File: src/rtl/wpt_pkg.sv
package wpt_pkg;

    // decoded control register fields
    typedef struct packed {
        logic [4:0] mask_n;
        logic       link_en;
        logic [3:0] link_bp;
        logic [7:0] bsel;
        logic [1:0] ls;
        logic [1:0] priv;
        logic       en;
    } wpt_ctrl_t;

    localparam int unsigned CTRL_W      = 32;
    localparam int unsigned MIN_MASK_N  = 3;
    localparam logic [1:0]  CODE_NONE   = 2'b00;
    localparam logic [1:0]  CODE_FIRST  = 2'b01;
    localparam logic [1:0]  CODE_SECOND = 2'b10;
    localparam logic [1:0]  CODE_BOTH   = 2'b11;

    function automatic wpt_ctrl_t unpack_ctrl(input logic [CTRL_W-1:0] w);
        wpt_ctrl_t c;
        c.en      = w[0];
        c.priv    = w[2:1];
        c.ls      = w[4:3];
        c.bsel    = w[12:5];
        c.link_bp = w[19:16];
        c.link_en = w[20];
        c.mask_n  = w[28:24];
        return c;
    endfunction

endpackage

File: src/rtl/wpt_regs.sv
module wpt_regs
    import wpt_pkg::*;
#(
    parameter int unsigned AW = 32
) (
    input  logic              clk,
    input  logic              rst_n,
    input  logic              reg_we,
    input  logic              reg_sel,
    input  logic [CTRL_W-1:0] reg_wdata,
    output logic [AW-1:0]     value_q,
    output wpt_ctrl_t         ctrl_q
);

    logic ctrl_unused_bits;
    assign ctrl_unused_bits = ^{reg_wdata[31:29], reg_wdata[23:21], reg_wdata[15:13]};

    always_ff @(posedge clk or negedge rst_n) begin
        if (!rst_n) begin
            value_q <= '0;
            ctrl_q  <= '0;
        end else if (reg_we) begin
            if (reg_sel) ctrl_q  <= unpack_ctrl(reg_wdata);
            else         value_q <= reg_wdata[AW-1:0];
        end
    end

endmodule

File: src/rtl/wpt_addr_cmp.sv
module wpt_addr_cmp
    import wpt_pkg::*;
#(
    parameter int unsigned AW    = 32,
    parameter int unsigned LANES = 8
) (
    input  logic [AW-1:0]    value_q,
    input  logic [AW-1:0]    acc_addr,
    input  logic [LANES-1:0] acc_lanes,
    input  logic [LANES-1:0] bsel,
    input  logic [4:0]       mask_n,
    output logic             addr_hit
);

    localparam int unsigned HALF = LANES / 2;
    localparam int unsigned LSB  = $clog2(LANES);

    logic [AW-1:0]    diff;
    logic [AW-1:0]    keep;
    logic [LANES-1:0] sel_eff;

    always_comb begin
        diff = acc_addr ^ value_q;
        for (int i = 0; i < int'(AW); i++) begin
            keep[i] = (i >= int'(mask_n));
        end
        sel_eff = value_q[LSB-1] ? {bsel[HALF-1:0], {HALF{1'b0}}} : bsel;
        if (mask_n == '0) begin
            addr_hit = (diff[AW-1:LSB] == '0) && (|(sel_eff & acc_lanes));
        end else if ((int'(mask_n) < int'(MIN_MASK_N)) || (bsel != {LANES{1'b1}})) begin
            addr_hit = 1'b0;
        end else begin
            addr_hit = ((diff & keep) == '0) && (|acc_lanes);
        end
    end

endmodule

File: src/rtl/wpt_qual.sv
module wpt_qual
    import wpt_pkg::*;
(
    input  logic [1:0] ls,
    input  logic [1:0] priv,
    input  logic       acc_load,
    input  logic       acc_store,
    input  logic       acc_priv,
    output logic       qual_ok
);

    logic type_ok;
    logic priv_ok;

    always_comb begin
        unique case (ls)
            CODE_FIRST:  type_ok = acc_load;
            CODE_SECOND: type_ok = acc_store;
            CODE_BOTH:   type_ok = acc_load | acc_store;
            default:     type_ok = 1'b0;
        endcase
        unique case (priv)
            CODE_FIRST:  priv_ok = acc_priv;
            CODE_SECOND: priv_ok = !acc_priv;
            CODE_BOTH:   priv_ok = 1'b1;
            default:     priv_ok = 1'b0;
        endcase
        qual_ok = type_ok & priv_ok;
    end

endmodule

File: src/rtl/data_watchpoint.sv
module data_watchpoint
    import wpt_pkg::*;
#(
    parameter int unsigned AW    = 32,
    parameter int unsigned LANES = 8
) (
    input  logic             clk,
    input  logic             rst_n,
    input  logic             reg_we,
    input  logic             reg_sel,
    input  logic [31:0]      reg_wdata,
    input  logic             acc_valid,
    input  logic [AW-1:0]    acc_addr,
    input  logic [LANES-1:0] acc_lanes,
    input  logic             acc_load,
    input  logic             acc_store,
    input  logic             acc_priv,
    input  logic             link_match,
    output logic [3:0]       link_bp_sel,
    output logic             wp_event
);

    logic [AW-1:0] value_q;
    wpt_ctrl_t     ctrl_q;
    logic          addr_hit;
    logic          qual_ok;
    logic          link_ok;
    logic          hit_now;

    wpt_regs #(.AW(AW)) u_regs (
        .clk      (clk),
        .rst_n    (rst_n),
        .reg_we   (reg_we),
        .reg_sel  (reg_sel),
        .reg_wdata(reg_wdata),
        .value_q  (value_q),
        .ctrl_q   (ctrl_q)
    );

    wpt_addr_cmp #(.AW(AW), .LANES(LANES)) u_addr (
        .value_q  (value_q),
        .acc_addr (acc_addr),
        .acc_lanes(acc_lanes),
        .bsel     (ctrl_q.bsel),
        .mask_n   (ctrl_q.mask_n),
        .addr_hit (addr_hit)
    );

    wpt_qual u_qual (
        .ls       (ctrl_q.ls),
        .priv     (ctrl_q.priv),
        .acc_load (acc_load),
        .acc_store(acc_store),
        .acc_priv (acc_priv),
        .qual_ok  (qual_ok)
    );

    always_comb begin
        link_ok = !ctrl_q.link_en || link_match;
        hit_now = acc_valid && ctrl_q.en && addr_hit && qual_ok && link_ok;
    end

    always_ff @(posedge clk or negedge rst_n) begin
        if (!rst_n) wp_event <= 1'b0;
        else        wp_event <= hit_now;
    end

    assign link_bp_sel = ctrl_q.link_bp;

endmodule

File: config.mk
export PLATFORM = sky130hd
export DESIGN_NAME = data_watchpoint
export DESIGN_NICKNAME = d
export VERILOG_FILES = /design/src/rtl/wpt_pkg.sv /design/src/rtl/wpt_regs.sv /design/src/rtl/wpt_addr_cmp.sv /design/src/rtl/wpt_qual.sv /design/src/rtl/data_watchpoint.sv
export SDC_FILE = /design/constraint.sdc
export NUM_CORES = 1
export LEC_CHECK = 0
export ABC_AREA = 1
export CORE_UTILIZATION = 45
export CTS_CLUSTER_SIZE = 20
export DETAILED_ROUTE_END_ITERATION = 7
export GPL_ROUTABILITY_DRIVEN = 0
export PLACE_DENSITY = 0.77
export SKIP_CTS_REPAIR_TIMING = 1
export SLEW_MARGIN = 20
export SYNTH_ARGS = -nofsm -noshare
export SYNTH_HDL_FRONTEND = slang
export SYNTH_SLANG_ARGS = --single-unit
File: constraint.sdc
create_clock -name clk -period 1.4 [get_ports clk]
set_clock_uncertainty 0.2 [all_clocks]
set_input_delay 0.21 -clock clk [delete_from_list [all_inputs] [get_ports clk]]
set_output_delay 0.21 -clock clk [all_outputs]
set_load 0.02 [all_outputs]
==> results.py, run 1 <==
metrics = {
    "setup_path": {
        "path_class": "flip-flop to flip-flop",
        "cp_data_required_time_ns": 1.44,
        "cp_common_cell": "nor2_1",
        "critPathLaunchType": "flip-flop",
        "ff2ff_setup_slack_ns": -0.35,
        "r2r-start": "u_regs.ctrl_q[22]",
        "regToRegEndpoint": "wp_event",
        "crit_path_max_incr_delay_ns": 0.50,
        "crit_arrival_ns": 1.79,
        "crit_path_cell_trace": "buf_6 -> nor2_4 -> nand2_2 -> nor2_1 -> nor2_1 -> nand2_1 -> nor2_1 -> nand3_1 -> nor2_1 -> nand2_1 -> a21oi_2",
        "reg2regPathDepth": 11,
        "crit_slowest_cell": "dfrtp_2",
        "critPathTopFamily": "simple AND/OR/NAND/NOR gates",
        "critPathBufInv": 1,
        "critPathMaxFanout": 8,
        "crit_path_end_kind": "flip-flop",
    },
    "detailed_routing": {
        "wl_per_cell_um": 12.34,
        "drt_iter0_drc": 344,
        "wirelength_um": 8859,
        "route.vias.total": 3492,
        "drc": 2,
        "viasPerCell": 4.864,
        "ant_nets": 0,
        "drt-pass1-iter-count": 8,
    },
    "power": {
        "ir_worst_vdd_uv": 432.1,
        "cellPowerDensity_nw_per_um2": 919.2,
        "p_leak_uw": 0.002490,
    },
    "timing": {
        "setup_slack_ns": -0.3461,
        "relSlewSlack": 0.7932,
        "setup_viol": 1,
        "hold_ws_ns": 0.2041,
        "timing.final.crit_share": 1.247,
        "grt_setup_unrepaired": "yes",
        "setup_tns_ns": -0.3461,
        "drv_slew": 0,
        "final-hold-violation-count": 0,
        "fmaxAchievable_mhz": 572.7,
        "finalCriticalPeriod_ns": 1.746,
        "worst_pin_slew_ns": 0.3102,
    },
    "finish": {
        "final_cell_area_um2": 4740,
        "fin_cells": 718,
        "syn_to_final_growth_pct": 38.75,
        "final_common_cell": "nand2_1",
        "utilization": 0.6500,
        "nNetsFinal": 699,
        "most-common-layout-cells": "nand2_1, clkdlybuf4s50_1, inv_1",
        "n_antenna_cell": 0,
        "drive_above_1_share": 0.1099,
    },
    "clock_network": {
        "cts_sinks": 56,
        "cts-htree-levels": 2,
        "cts_buffer_depth": 2,
        "cts_inserted_buffers": 5,
        "cts_tree": "built",
        "clk-insertion-delay-late_ns": 0.31,
        "clock-root-buffer": "clkbuf_8",
        "path_clk_slew_ns": 0.10,
    },
    "logic_synthesis": {
        "synth-edff-count": 0,
        "avgSynthCellArea_um2": 6.711,
        "syn-num-nets": 590,
        "synthesis.area_um2": 3416,
        "yosysSeqAreaShare": 0.4103,
        "synthDistinctLibCells": 27,
        "syn_inst": 509,
        "synth_warnings": 0,
        "ys.flop_type": "dfrtp_1",
        "synth.ff_latch_count": 56,
        "synthArstFlopShare": 1.000,
    },
    "global_route": {
        "gr-usage-met1": 0.2938,
        "grt_usage": 0.2335,
        "grt_util_met3": 0.03416,
        "grtUsageMet2": 0.4233,
        "grt_max_degree": 57,
        "grt_pass1_wl_um": 14230,
        "antenna_found_initial": 0,
        "grt_pass1_vias": 3275,
        "gr-total-overflow": 0,
        "busiest_layer": "met2",
    },
    "place": {
        "hpwl_um": 6856,
        "dp_cells": 707,
        "placed_area_um2": 4581,
        "io_buffers": 85,
    },
    "die": {
        "initial_core_util": 0.4684,
        "fp.dieW_um": 89.13,
        "die_area_um2": 7943,
        "ioPinCount": 86,
        "coreArea_um2": 7292,
        "rows": 31,
        "fp.dieH_um": 89.13,
    },
    "run": {
        "drv_cap": 0,
    },
    "run_status": {
        "violations": "design-rule violations, negative setup slack",
        "status": "complete, but fails checks",
    },
    "worst_hold_path": {
        "hp-class": "input port to async pin",
    },
}
[sequential cells by signal (all words and copies together) (netlist names)]
register,flops
u_regs.value_q,32
wp_event,1
u_regs.ctrl_q,23
[final cells by class]
type / count / area, µm²
sequential: 56 / 1406
multi-input combinational: 358 / 1649
tap: 99 / 123.9
inverter: 77 / 289.0
clock buffer: 7 / 86.33
timing repair buffer: 120 / 1177
clock inverter: 1 / 7.507
fill: 663 / 2552
[per-layer routing]
metal,up-vias,share of wire
li1,1766,-
met1,1560,0.42
met2,146,0.50
met3,20,0.064
met4,0,0.019
met5,-,0
[cells by family (layout without fill, tap and decap cells)]
kind of cell    after synthesis  in the layout  share of synthesized area
compound gates               72             72                     0.1084
xor+xnor                     16             16                    0.04102
buf+inv                      95            205                     0.1183
flops                        56             56                     0.4103
mux                           4              4                    0.01319
simple gates                266            266                     0.3088
[report_power, final]
part           internal [µW]  switching, µW
logic                    715            703
clock network            404            531
registers               1820            185
total                   2940           1420
[synth_stat cells (2+ instances only)]
library cell,number,area [µm²]
a21oi_1,11,55.05
buf_4,5,37.54
clkbuf_1,9,33.78
clkbuf_8,2,27.53
dfrtp_1,56,1401
inv_1,74,277.8
inv_2,3,11.26
mux2_2,4,45.04
nand2_1,177,664.4
nand2_2,2,12.51
nand3_1,22,110.1
nand3b_1,2,15.01
nor2_1,56,210.2
o21ai_0,57,285.3
or2_2,3,18.77
xnor2_1,12,105.1
xor2_1,4,35.03
[worst max path at each step]
stage	from	to	slack, ns	depth (start not counted)
global placement	acc_addr[15]	wp_event	-0.40	11
CTS	u_regs.ctrl_q[22]	wp_event	-0.40	10
global route	u_regs.ctrl_q[22]	wp_event	-0.43	10
detailed placement	acc_addr[11]	wp_event	-0.46	10
finish	u_regs.ctrl_q[22]	wp_event	-0.35	11
floorplan	u_regs.ctrl_q[22]	wp_event	-0.06	11
[metrics by stage]
step | setup WS, ns | power [µW]
final | -0.3461 | 4357
after global routing | -0.4310 | 4626
after CTS | -0.3959 | 4335
after detailed placement | -0.4643 | 3409
after global placement | -0.3978 | 3360
after floorplan | -0.05787 | 2761
[tightest hold or removal path, delay by kind of cell]
kind | cells | cell delay [ns]
buffers and inverters | 3 | 0.90
(Power assumes the default switching activity.)
==> run 2, diff against run 1 <==
- CORE_UTILIZATION: 45 -> 42
- CTS_CLUSTER_DIAMETER: not set -> 120
- PLACE_DENSITY: 0.77 -> 0.73
- SETUP_SLACK_MARGIN: not set -> 0.3
==> run 2 against run 1 <==
Effect of this change: the flow finishes with violations (negative setup slack); die area grew 7.0%; flip-flop and latch count did not move; wire length increased by 5.5%; combinational power up 7%; first-iteration DRC count is 13% lower; fmax is 5.1% higher; global-route usage shrank 0.89 points; setup slack improved by 0.084 ns; critical path depth fell by 1; power is 0.88% higher.
==> results.py, run 2 (same netlist as run 1, synthesis figures left out) <==
metrics = {
    "run_status": {
        "status": "complete, but fails checks",
        "violations": "negative setup slack",
    },
    "place": {
        "io_buffers": 85,
        "dp_cells": 714,
        "hpwl_um": 6811,
    },
    "finish": {
        "utilization": 0.6280,
        "largest_register_ffs": 32,
        "drive_above_1_share": 0.1483,
        "n_antenna_cell": 0,
        "top_register": "u_regs.value_q",
        "final_common_cell": "nand2_1",
        "most-common-layout-cells": "nand2_1, clkdlybuf4s50_1, inv_1",
        "syn_to_final_growth_pct": 43.55,
        "reg.largest.list": "u_regs.value_q: 32 flops, u_regs.ctrl_q: 23 flops, wp_event: 1 flops",
        "nNetsFinal": 708,
        "fin_cells": 729,
    },
    "clock_network": {
        "cts_inserted_buffers": 5,
        "cts_tree": "built",
        "cts-htree-levels": 2,
        "path_clk_slew_ns": 0.10,
        "clock-root-buffer": "clkbuf_8",
        "cts_buffer_depth": 2,
        "cts_sinks": 56,
        "clk-insertion-delay-late_ns": 0.31,
    },
    "setup_path": {
        "critPathTopFamily": "simple AND/OR/NAND/NOR gates",
        "cp_data_required_time_ns": 1.44,
        "critPathMaxFanout": 2,
        "critPathBufInv": 0,
        "crit_path_end_kind": "flip-flop",
        "crit_path_max_incr_delay_ns": 0.41,
        "cp_common_cell": "nand2_1",
        "crit_arrival_ns": 1.71,
        "critPathLaunchType": "flip-flop",
        "crit_slowest_cell": "dfrtp_1",
        "crit_path_cell_trace": "or2_4 -> nand2_1 -> nand2_1 -> nor2_1 -> nand2_1 -> nor2_1 -> nand3_1 -> nand2_1 -> nand2_1 -> a21oi_2",
        "path_class": "flip-flop to flip-flop",
    },
    "die": {
        "die_area_um2": 8497,
        "fp.dieW_um": 92.18,
        "ioPinCount": 86,
        "fp.dieH_um": 92.18,
        "rows": 32,
        "initial_core_util": 0.4375,
        "coreArea_um2": 7807,
    },
    "power": {
        "combPwrFrac": 0.346,
        "swShare": 0.3282,
        "power.switching_uw": 1442,
        "p_leak_uw": 0.002538,
        "total_power_uw": 4395,
        "ir_worst_vdd_uv": 423.2,
        "internal_power_uw": 2952,
        "seqPwrFrac": 0.458,
        "cellPowerDensity_nw_per_um2": 896.3,
        "clock_power_share": 0.197,
    },
    "timing": {
        "relSlewSlack": 0.7920,
        "setup_viol": 1,
        "drv_slew": 0,
        "timing.final.crit_share": 1.187,
        "final-hold-violation-count": 0,
        "grt_setup_unrepaired": "yes",
        "fmaxAchievable_mhz": 601.8,
        "finalCriticalPeriod_ns": 1.662,
        "worst_pin_slew_ns": 0.3120,
        "setup_slack_ns": -0.2617,
    },
    "global_route": {
        "grt_max_degree": 57,
        "grt_pass1_vias": 3360,
        "grt_pass1_wl_um": 15080,
        "antenna_found_initial": 0,
        "grt_usage": 0.2246,
        "gr-total-overflow": 0,
    },
    "run": {
        "drv_cap": 0,
    },
    "detailed_routing": {
        "route.vias.total": 3542,
        "drt_iter0_drc": 298,
        "drt-pass1-iter-count": 5,
        "ant_nets": 0,
        "drc": 0,
        "wl_per_cell_um": 12.82,
        "viasPerCell": 4.859,
        "wirelength_um": 9346,
    },
    "worst_hold_path": {
        "hp-class": "input port to flip-flop",
    },
}
## run 2: final timing paths
check / startpoint / end / slack, ns / cells past startpoint
min: reg_sel / u_regs.value_q[14] / 0.20 / 4
max in group asynchronous: rst_n / u_regs.ctrl_q[21] / 0.51 / 3
min in group asynchronous: rst_n / u_regs.value_q[7] / 0.21 / 3
min reg2reg: u_regs.ctrl_q[1] / u_regs.ctrl_q[1] / 0.30 / 2
max: u_regs.value_q[15] / wp_event / -0.26 / 10
max reg2reg: u_regs.value_q[15] / wp_event / -0.26 / 10
## run 2: cell type report
cell class / count / area [µm²]
sequential: 56 / 1408
inverter: 77 / 289.0
clock inverter: 1 / 5.005
clock buffer: 6 / 72.57
multi-input combinational: 358 / 1715
timing repair buffer: 129 / 1286
fill: 711 / 2904
tap: 102 / 127.6
## run 2: layer usage
metal  global-route usage  routed length, µm  vias to the layer above
met5                    0                  0                        -
met1               0.2813               3945                     1604
met2               0.3943               4631                      144
li1                     -                  -                     1778
met4              0.06120                168                        0
met3              0.04229                600                       16
## run 2: power by group through the flow
stage	clock network [µW]	logic (µW)	registers, µW
after global routing	954	1690	2040
after CTS	875	1400	2000
after global placement	0	1370	2020
after detailed placement	0	1400	2030
final	864	1520	2010
after floorplan	0	803	1970
## run 2: stage by stage
stage                     area [µm²]  worst slack, ns  hold WS, ns  TNS (ns)
after floorplan                 3450         -0.05787      -0.2856  -0.05787
after global placement          4609          -0.4159      0.03351    -5.923
after detailed placement        4609          -0.4084      0.03491    -6.860
after CTS                       4687          -0.3943      -0.3058    -1.884
after global routing            4903          -0.3630       0.2133   -0.3630
final                           4903          -0.2617       0.2047   -0.2617
## run 2: worst reg2reg max path: stages (launching register included)
cell,delay (ns)
dfrtp_1,0.41
or2_4,0.26
nand2_1,0.06
nand2_1,0.04
nor2_1,0.09
nand2_1,0.06
nor2_1,0.09
nand3_1,0.09
nand2_1,0.11
nand2_1,0.07
a21oi_2,0.10
